`config.mk`:
```
export PLATFORM = sky130hd
export DESIGN_NAME = alu4f
export DESIGN_NICKNAME = d
export VERILOG_FILES = /design/src/rtl/alu4_pkg.sv /design/src/rtl/alu4_addsub.sv /design/src/rtl/alu4_logic.sv /design/src/rtl/alu4_select.sv /design/src/rtl/alu4f.sv
export SDC_FILE = /design/constraint.sdc
export NUM_CORES = 1
export LEC_CHECK = 0
export ABC_CLOCK_PERIOD_IN_PS = 19900
export BUFFER_PORTS_ARGS = -buffer_cell sky130_fd_sc_hd__buf_2
export CORE_MARGIN = 2
export CORE_UTILIZATION = 32
export DETAILED_ROUTE_END_ITERATION = 12
export PLACE_DENSITY_LB_ADDON = 0.08
export SLEW_MARGIN = 15
export SYNTH_ARGS = -nofsm -noshare
export SYNTH_HDL_FRONTEND = slang
export SYNTH_HIERARCHICAL = 1
export SYNTH_SLANG_ARGS = --single-unit
```
`constraint.sdc`:
```
create_clock -name vclk -period 19.9
set_input_delay 5.97 -clock vclk [all_inputs]
set_output_delay 5.97 -clock vclk [all_outputs]
set_load 0.02 [all_outputs]
```
`src/rtl/alu4_pkg.sv`:
```
package alu4_pkg;

    // Operation codes; the numeric values are the external encoding of func.
    typedef enum logic [1:0] {
        FN_ADD = 2'd0,
        FN_SUB = 2'd1,
        FN_AND = 2'd2,
        FN_XOR = 2'd3
    } alu_fn_e;

    // Condition bundle handed from the selector to the top ports.
    typedef struct packed {
        logic zero;
        logic carry;
        logic ovf;
    } alu_flags_t;

endpackage

```
`src/rtl/alu4_addsub.sv`:
```
// Shared adder: minuend/addend a, second operand b inverted when subtracting.
module alu4_addsub #(
    parameter int W = 32
) (
    input  logic [W-1:0] a,
    input  logic [W-1:0] b,
    input  logic         sub,
    output logic [W-1:0] sum,
    output logic         carry_out,
    output logic         ovf
);
    localparam int MSB = W - 1;

    logic [W-1:0] b_eff;
    logic [W:0]   wide;

    always_comb begin
        b_eff     = b ^ {W{sub}};
        wide      = {1'b0, a} + {1'b0, b_eff} + {{W{1'b0}}, sub};
        sum       = wide[W-1:0];
        carry_out = wide[W];
        // Two inputs of equal sign giving a result of the other sign.
        ovf       = (a[MSB] == b_eff[MSB]) && (wide[MSB] != a[MSB]);
    end
endmodule

```
`src/rtl/alu4_logic.sv`:
```
// Bitwise operations, one bit slice per position.
module alu4_logic #(
    parameter int W = 32
) (
    input  logic [W-1:0] a,
    input  logic [W-1:0] b,
    output logic [W-1:0] and_out,
    output logic [W-1:0] xor_out
);
    for (genvar i = 0; i < W; i++) begin : g_bit
        assign and_out[i] = a[i] & b[i];
        assign xor_out[i] = a[i] ^ b[i];
    end
endmodule

```
`src/rtl/alu4_select.sv`:
```
// Operation decode: picks the result word and shapes the flags.
module alu4_select
    import alu4_pkg::*;
#(
    parameter int W = 32
) (
    input  alu_fn_e      fn,
    input  logic [W-1:0] sum,
    input  logic         carry_out,
    input  logic         arith_ovf,
    input  logic [W-1:0] and_in,
    input  logic [W-1:0] xor_in,
    output logic [W-1:0] res,
    output alu_flags_t   flags
);
    always_comb begin
        res   = '0;
        flags = '0;
        unique case (fn)
            FN_ADD: begin
                res         = sum;
                flags.carry = carry_out;
                flags.ovf   = arith_ovf;
            end
            FN_SUB: begin
                res         = sum;
                flags.carry = ~carry_out;   // no carry out means a borrow
                flags.ovf   = arith_ovf;
            end
            FN_AND: res = and_in;
            FN_XOR: res = xor_in;
            default: res = '0;
        endcase
        flags.zero = ~|res;
    end
endmodule

```
`src/rtl/alu4f.sv`:
```
module alu4f
    import alu4_pkg::*;
#(
    parameter int W = 32
) (
    input  logic [W-1:0] op_x,
    input  logic [W-1:0] op_y,
    input  logic [1:0]   func,
    output logic [W-1:0] result,
    output logic         flag_zero,
    output logic         flag_carry,
    output logic         flag_ovf
);
    alu_fn_e      fn;
    logic [W-1:0] sum_w;
    logic         co_w;
    logic         ov_w;
    logic [W-1:0] and_w;
    logic [W-1:0] xor_w;
    alu_flags_t   flags_w;

    assign fn = alu_fn_e'(func);

    // Second operand is the minuend, so it enters the adder unchanged.
    alu4_addsub #(.W(W)) u_addsub (
        .a         (op_y),
        .b         (op_x),
        .sub       (fn == FN_SUB),
        .sum       (sum_w),
        .carry_out (co_w),
        .ovf       (ov_w)
    );

    alu4_logic #(.W(W)) u_logic (
        .a       (op_x),
        .b       (op_y),
        .and_out (and_w),
        .xor_out (xor_w)
    );

    alu4_select #(.W(W)) u_select (
        .fn        (fn),
        .sum       (sum_w),
        .carry_out (co_w),
        .arith_ovf (ov_w),
        .and_in    (and_w),
        .xor_in    (xor_w),
        .res       (result),
        .flags     (flags_w)
    );

    assign flag_zero  = flags_w.zero;
    assign flag_carry = flags_w.carry;
    assign flag_ovf   = flags_w.ovf;
endmodule

```
==> flow_summary_export.csv, run 1 <==
group,metric,value,unit
cells_and_area,area_growth,18.0,%
detailed_routing,drc_errors,0,
min_path,whs_endpoint,"result[0]",
worst_setup_path,crit_type,"in -> out",
cells_and_area,fin_nets,646,
yosys,synth_common_cells,"ha_1, a21oi_1, nor2_1",
global_routing,grt_max_degree,68,
sta,setup_viol,0,
placed_design,placed_cell_area,0.00374,sq mm
cells_and_area,utilization,0.386,
yosys,synth_nets,560,
global_routing,grt_pass1_wl,15700,microns
min_path,holdPathStages,5,
sta,period_share,0.853,
die,die_h,104,microns
clock_tree,cts.hold.buffers_added,0,
cells_and_area,final_cells,647,
power_and_ir_drop,ir_drop,0.0226,mV
clock_tree,postCtsSetupRepairBufs,0,
sta,hold_viol_final,0,
worst_setup_path,worstSetupEndpointType,"output port",
yosys,syn_area,0.00317,sq mm
detailed_routing,first_pass_iters,4,
sta,drv_slew,0,
yosys,synth_seq_area_share,0,
die,initial_core_util,0.327,
clock_tree,ctsResizeCount,0,
sta,layout_min_cycle_time,16980,ps
yosys,synth.distinct_cells,52,
sta,finalSetupTns,0,ps
die,die_x,104,microns
yosys,synth_top_area_cell,"ha_1",
min_path,hp-class,"in -> out",
detailed_routing,ant_nets,0,
run_status,status,"completed",
sta,worstMarginPinSlew,667,ps
cells_and_area,seq_area,0,sq um
yosys,synthTopCellsByArea,"ha_1, xor2_1, mux2i_1",
detailed_routing,routedWlPerCell,14.5,microns
yosys,ys.warnings.count,6,
cells_and_area,num-clock-buffers,0,
power_and_ir_drop,p_leak,1.94,nW
die,placementRows,36,
detailed_routing,routed_wl,9370,microns
sta,maxSlewHeadroom,0.555,
global_routing,antenna_found_initial,0,
placed_design,dp_cells,647,
worst_setup_path,crit_path_max_fanout,34,
die,die_area,0.0107,sq mm
worst_setup_path,critPathArrivalTime,11010,ps
power_and_ir_drop,power_density,44.7,mW/mm^2
yosys,syn_avg_cell_area,7.37,sq um
detailed_routing,via_per_inst,5.18,
job,max_cap_violations,0,
placed_design,globalplace.congestion,0.848,
detailed_routing,drtIter0Drc,110,
sta,rsz0062_at_grt,"false",
sta,fmax,58.9,MHz
cells_and_area,seq_cells,0,
placed_design,dp_hpwl,7820,microns
worst_setup_path,worst-endpoint-required,13930,ps
cells_and_area,layout-drive-gt1-share,0.226,
global_routing,track_usage,0.169,
yosys,synth.most_common_cell,"ha_1",
placed_design,port_buffers,101,
cells_and_area,antenna-diode-count,0,
cells_and_area,design_area,0.00374,sq mm
die,core,0.00968,sq mm
worst_setup_path,start_kind,"input port",
yosys,synthCells,430,
global_routing,grt_overflow_total,0,
min_path,min_from,"op_y[0]",
yosys,synth_top_area_frac,0.249,
global_routing,grt_pass1_vias,3281,
detailed_routing,vias,3353,
die,io_pins,101,
per-layer routing:
layer / vias up / share of wire / track usage
met5: - / 0 / 0
met4: 0 / 0 / 0
met3: 0 / 0.045 / 0.0120
met2: 93 / 0.42 / 0.270
met1: 1517 / 0.53 / 0.262
li1: 1743 / - / -
worst max-delay path by stage:
stage | startpoint | to | cells past startpoint
floorplan | func[0] | flag_zero | 18
global placement | func[0] | flag_zero | 21
detailed placement | func[0] | flag_zero | 21
CTS | func[0] | flag_zero | 21
global route | func[0] | flag_zero | 21
finish | func[0] | flag_zero | 21
cell usage in the layout, fill, tap and decap left out, types with 8 or more instances in the layout:
| cell | instances |
|---|---|
| nor4_1 | 8 |
| nor2_1 | 54 |
| xnor2_1 | 20 |
| nand3_1 | 10 |
| a21oi_1 | 60 |
| a21o_1 | 9 |
| buf_2 | 101 |
| ha_1 | 63 |
| mux2i_1 | 32 |
| o21ai_0 | 14 |
| nand2_1 | 21 |
| xor2_1 | 39 |
| inv_1 | 11 |
report_power, final:
group          internal (W)  switching, W
clock                     0             0
sequential                0             0
combinational     0.0000667      0.000101
critical path: stages:
cell and delay, ps:
buf_2 80, buf_4 500, nor2b_4 550, buf_4 400, xor2_1 220, inv_1 80, fa_1 430, nand2b_1 210
a211oi_2 260, o31ai_2 170, o211a_1 260, nor3_2 290, a211o_1 190, a21oi_1 80, xnor2_1 130, nor2_1 100
a21oi_1 80, nor4_1 440, nand4_1 180, nor2_1 170, buf_2 190
stage by stage:
step / hold slack (ps) / total power [W] / setup WS, ps
after floorplan: 12160 / 0.000122 / 4480
after global placement: 12440 / 0.000168 / 3000
after detailed placement: 12430 / 0.000167 / 2910
after CTS: 12430 / 0.000168 / 2890
after global routing: 12480 / 0.000187 / 2540
final: 12430 / 0.000167 / 2920
cells by family after synthesis:
| family | Yosys count | synth area share |
|---|---|---|
| mux | 34 | 0.108 |
| simple gates | 124 | 0.185 |
| fa+ha+maj | 64 | 0.255 |
| xor+xnor | 59 | 0.163 |
| compound gates | 118 | 0.237 |
| buf+inv | 31 | 0.0517 |
area by class of cell:
class              count  area [sq um]
inverters             11          41.3
repair buffers       104           528
fillers             1088          5940
well taps            133           166
multi-input cells    399          3010
Power figures use the tool's default switching activity.
==> run 2: changes to the inputs <==
- BUFFER_PORTS_ARGS: -buffer_cell sky130_fd_sc_hd__buf_2 -> unset
- DONT_BUFFER_PORTS: unset -> 1
- SLEW_MARGIN: 15 -> 0
==> flow_summary_export.csv, run 2 (synthesis gave the netlist of run 1 again) <==
group,metric,value,unit
global_routing,track_usage,0.166,
power_and_ir_drop,comb_power_share,1.000,
die,core,0.00968,sq mm
sta,rsz0062_at_grt,"false",
clock_tree,ctsResizeCount,0,
power_and_ir_drop,pwr-share-seq,0,
min_path,hp-class,"in -> out",
worst_setup_path,crit_path_max_fanout,34,
clock_tree,postCtsSetupRepairBufs,0,
sta,period_share,0.809,
cells_and_area,layout-drive-gt1-share,0.0316,
detailed_routing,vias,2952,
sta,maxSlewHeadroom,0.539,
power_and_ir_drop,power_density,44.3,mW/mm^2
sta,drv_slew,0,
detailed_routing,ant_nets,0,
die,placementRows,36,
worst_setup_path,critPathArrivalTime,10130,ps
job,max_cap_violations,0,
worst_setup_path,start_kind,"input port",
worst_setup_path,worstSetupEndpointType,"output port",
power_and_ir_drop,p_sw,0.0000888,W
cells_and_area,antenna-diode-count,0,
sta,fmax,62.1,MHz
cells_and_area,utilization,0.333,
cells_and_area,final_cell_mix,"ha_1, a21oi_1, nor2_1",
detailed_routing,first_pass_iters,4,
cells_and_area,seq_area,0,sq um
global_routing,antenna_found_initial,0,
die,die_area,0.0107,sq mm
worst_setup_path,crit_type,"in -> out",
power_and_ir_drop,swShare,0.623,
detailed_routing,drtIter0Drc,92,
global_routing,grt_pass1_vias,3030,
sta,finalSetupTns,0,ps
placed_design,dp_hpwl,7580,microns
sta,layout_min_cycle_time,16100,ps
power_and_ir_drop,p_leak,1.53,nW
cells_and_area,seq_cells,0,
die,initial_core_util,0.327,
global_routing,grt_max_degree,68,
placed_design,globalplace.congestion,0.790,
detailed_routing,routed_wl,9120,microns
sta,worstMarginPinSlew,685,ps
cells_and_area,nFillCells,1077,
cells_and_area,area_growth,1.62,%
power_and_ir_drop,clock_power_share,0,
power_and_ir_drop,fin_total_pwr,0.000143,W
die,io_pins,101,
run_status,status,"completed",
detailed_routing,drc_errors,0,
global_routing,grt_overflow_total,0,
die,die_x,104,microns
detailed_routing,routedWlPerCell,16.8,microns
global_routing,grt_pass1_wl,15300,microns
cells_and_area,final_common_cell,"ha_1",
power_and_ir_drop,intPower,0.0000538,W
power_and_ir_drop,ir_drop,0.0171,mV
cells_and_area,fin_nets,543,
die,die_h,104,microns
worst_setup_path,worst-endpoint-required,13930,ps
clock_tree,cts.hold.buffers_added,0,
placed_design,dpl_worst_slack,3740,ps
sta,setup_viol,0,
placed_design,port_buffers,0,
sta,hold_viol_final,0,
detailed_routing,via_per_inst,5.43,
cells_and_area,num-clock-buffers,0,
sta,setup_ws,3800,ps
[run 2: power by group through the flow]
stage	sequential (W)	clock, W	combinational, W
detailed placement	0	0	0.000142
floorplan	0	0	0.000122
global placement	0	0	0.000144
CTS	0	0	0.000143
finish	0	0	0.000143
global route	0	0	0.000161
[run 2: area by class of cell]
class / instances / area [sq um] / share of cell area
multi-input combinational: 399 / 3010 / 0.933
tap: 133 / 166 / 0.0517
inverter: 11 / 41.3 / 0.0128
timing repair buffer: 1 / 7.51 / 0.00233
[run 2: layer usage]
metal,global-route usage,wire (microns),up-vias
li1,-,-,1531
met1,0.240,4520,1334
met2,0.266,3850,83
met3,0.0352,701,4
met4,0.00772,46,0
met5,0,0,-
[run 2: worst paths after layout]
check,slack [ps],to,depth (start not counted),start
setup / recovery,3800,flag_zero,17,func[0]
hold / removal,12020,flag_carry,1,func[1]
[run 2: per-stage QoR]
step | area [sq um] | instances | hold slack (ps)
3_3_place_gp | 3220 | 544 | 12030
2_1_floorplan | 3170 | 430 | 12160
3_5_place_dp | 3220 | 544 | 12030
4_1_cts | 3220 | 544 | 12030
5_1_grt | 3220 | 544 | 12020
6_report | 3220 | 544 | 12020
[run 2: critical path, cell delays in order]
cell	delay, ps
nor2b_4	320
buf_4	430
xor2_1	190
ha_1	300
a21oi_1	210
o211ai_1	130
o31ai_2	380
o21bai_1	140
a21o_1	230
nand3_1	90
a31oi_1	110
xor2_1	160
nor2_1	90
a21oi_1	120
nor4_1	550
nand4_1	210
nor2_1	460
==> run 3: changes to the inputs <==
- ABC_CLOCK_PERIOD_IN_PS: 19900 -> 14900
- clock period: 19.9 -> 14.9 ns (I/O delays scaled with it)
==> flow_summary_export.csv, run 3 (synthesis gave the netlist of run 1 again) <==
group,metric,value,unit
die,io_pins,101,
global_routing,track_usage,0.159,
worst_setup_path,worstSetupEndpointType,"output port",
min_path,hp-class,"in -> out",
die,placementRows,36,
sta,layout_min_cycle_time,13330,ps
worst_setup_path,crit_type,"in -> out",
cells_and_area,area_growth,1.62,%
global_routing,antenna_found_initial,0,
cells_and_area,final_cells,544,
clock_tree,postCtsSetupRepairBufs,0,
power_and_ir_drop,p_sw,0.000118,W
run_status,status,"completed",
worst_setup_path,worst-endpoint-required,10430,ps
sta,worstMarginPinSlew,722,ps
die,initial_core_util,0.327,
cells_and_area,antenna-diode-count,0,
cells_and_area,final_common_cell,"ha_1",
power_and_ir_drop,power_density,59.1,mW/mm^2
worst_setup_path,path_cells,"nor2b_4 -> buf_4 -> xor2_1 -> ha_1 -> o21a_1 -> o211a_1 -> a221oi_1 -> o21ai_1 -> a31o_2 -> a21oi_1 -> xnor2_1 -> nor2_1 -> a21oi_1 -> nor4_1 -> nand4_1 -> nor2_1",
cells_and_area,fin_nets,543,
placed_design,globalplace.congestion,0.830,
global_routing,grt_pass1_vias,2830,
placed_design,dp_cells,544,
sta,period_share,0.895,
job,max_cap_violations,0,
power_and_ir_drop,intPower,0.0000719,W
die,die_area,0.0107,sq mm
power_and_ir_drop,swShare,0.622,
detailed_routing,routed_wl,9010,microns
sta,setup_viol,0,
power_and_ir_drop,p_leak,1.53,nW
power_and_ir_drop,clock_power_share,0,
power_and_ir_drop,comb_power_share,1.000,
global_routing,grt_max_degree,68,
power_and_ir_drop,pwr-share-seq,0,
cells_and_area,layout-drive-gt1-share,0.0316,
cells_and_area,seq_area,0,sq um
cells_and_area,nFillCells,1078,
detailed_routing,vias,2908,
sta,hold_viol_final,0,
sta,drv_slew,0,
worst_setup_path,max_stage_delay,580,ps
detailed_routing,first_pass_iters,4,
cells_and_area,seq_cells,0,
placed_design,port_buffers,0,
die,die_h,104,microns
worst_setup_path,cp_num_cells,16,
die,core,0.00968,sq mm
placed_design,dpl_worst_slack,1560,ps
sta,setup_ws,1570,ps
worst_setup_path,critPathTopFamily,"simple AND/OR/NAND/NOR gates",
power_and_ir_drop,ir_drop,0.0184,mV
worst_setup_path,start_kind,"input port",
min_path,holdPathStages,1,
global_routing,grt_pass1_wl,14600,microns
detailed_routing,via_per_inst,5.35,
detailed_routing,drtIter0Drc,112,
sta,maxSlewHeadroom,0.518,
cells_and_area,num-clock-buffers,0,
sta,finalSetupTns,0,ps
worst_setup_path,crit_start,"func[0]",
detailed_routing,routedWlPerCell,16.6,microns
cells_and_area,final_cell_mix,"ha_1, a21oi_1, nor2_1",
detailed_routing,drc_errors,0,
worst_setup_path,path_buf_inv,1,
global_routing,grt_overflow_total,0,
cells_and_area,utilization,0.333,
sta,rsz0062_at_grt,"false",
worst_setup_path,crit_path_max_fanout,34,
clock_tree,ctsResizeCount,0,
worst_setup_path,critPathArrivalTime,8860,ps
worst_setup_path,slowest_stage,"nor2b_4",
sta,fmax,75.0,MHz
clock_tree,cts.hold.buffers_added,0,
detailed_routing,ant_nets,0,
die,die_x,104,microns
min_path,min_from,"func[1]",
placed_design,dp_hpwl,7470,microns
[run 3: metal layers]
| layer | global-route usage | share of wire |
|---|---|---|
| met5 | 0 | 0 |
| met4 | 0 | 0 |
| met3 | 0.0327 | 0.074 |
| met2 | 0.260 | 0.43 |
| met1 | 0.230 | 0.50 |
[run 3: worst paths after layout]
kind	endpoint	slack [ps]
setup / recovery	flag_zero	1570
hold / removal	flag_carry	9020
[run 3: layout make-up]
cell class,count,area (sq um),area share
repair buffers,1,7.51,0.00233
inverters,11,41.3,0.0128
multi-input cells,399,3010,0.933
well taps,133,166,0.0517
[run 3: through the flow]
| step | cell area, sq um | hold WS [ps] | total power (W) |
|---|---|---|---|
| after global placement | 3220 | 9030 | 0.000191 |
| after floorplan | 3170 | 9160 | 0.000163 |
| after CTS | 3220 | 9030 | 0.000191 |
| after detailed placement | 3220 | 9030 | 0.000190 |
| after global routing | 3220 | 9030 | 0.000213 |
| final | 3220 | 9020 | 0.000190 |
[run 3: power by group through the flow]
stage	Combinational, W	Sequential (W)	Clock [W]
after floorplan	0.000163	0	0
after global placement	0.000191	0	0
after detailed placement	0.000190	0	0
after CTS	0.000191	0	0
after global routing	0.000213	0	0
final	0.000190	0	0
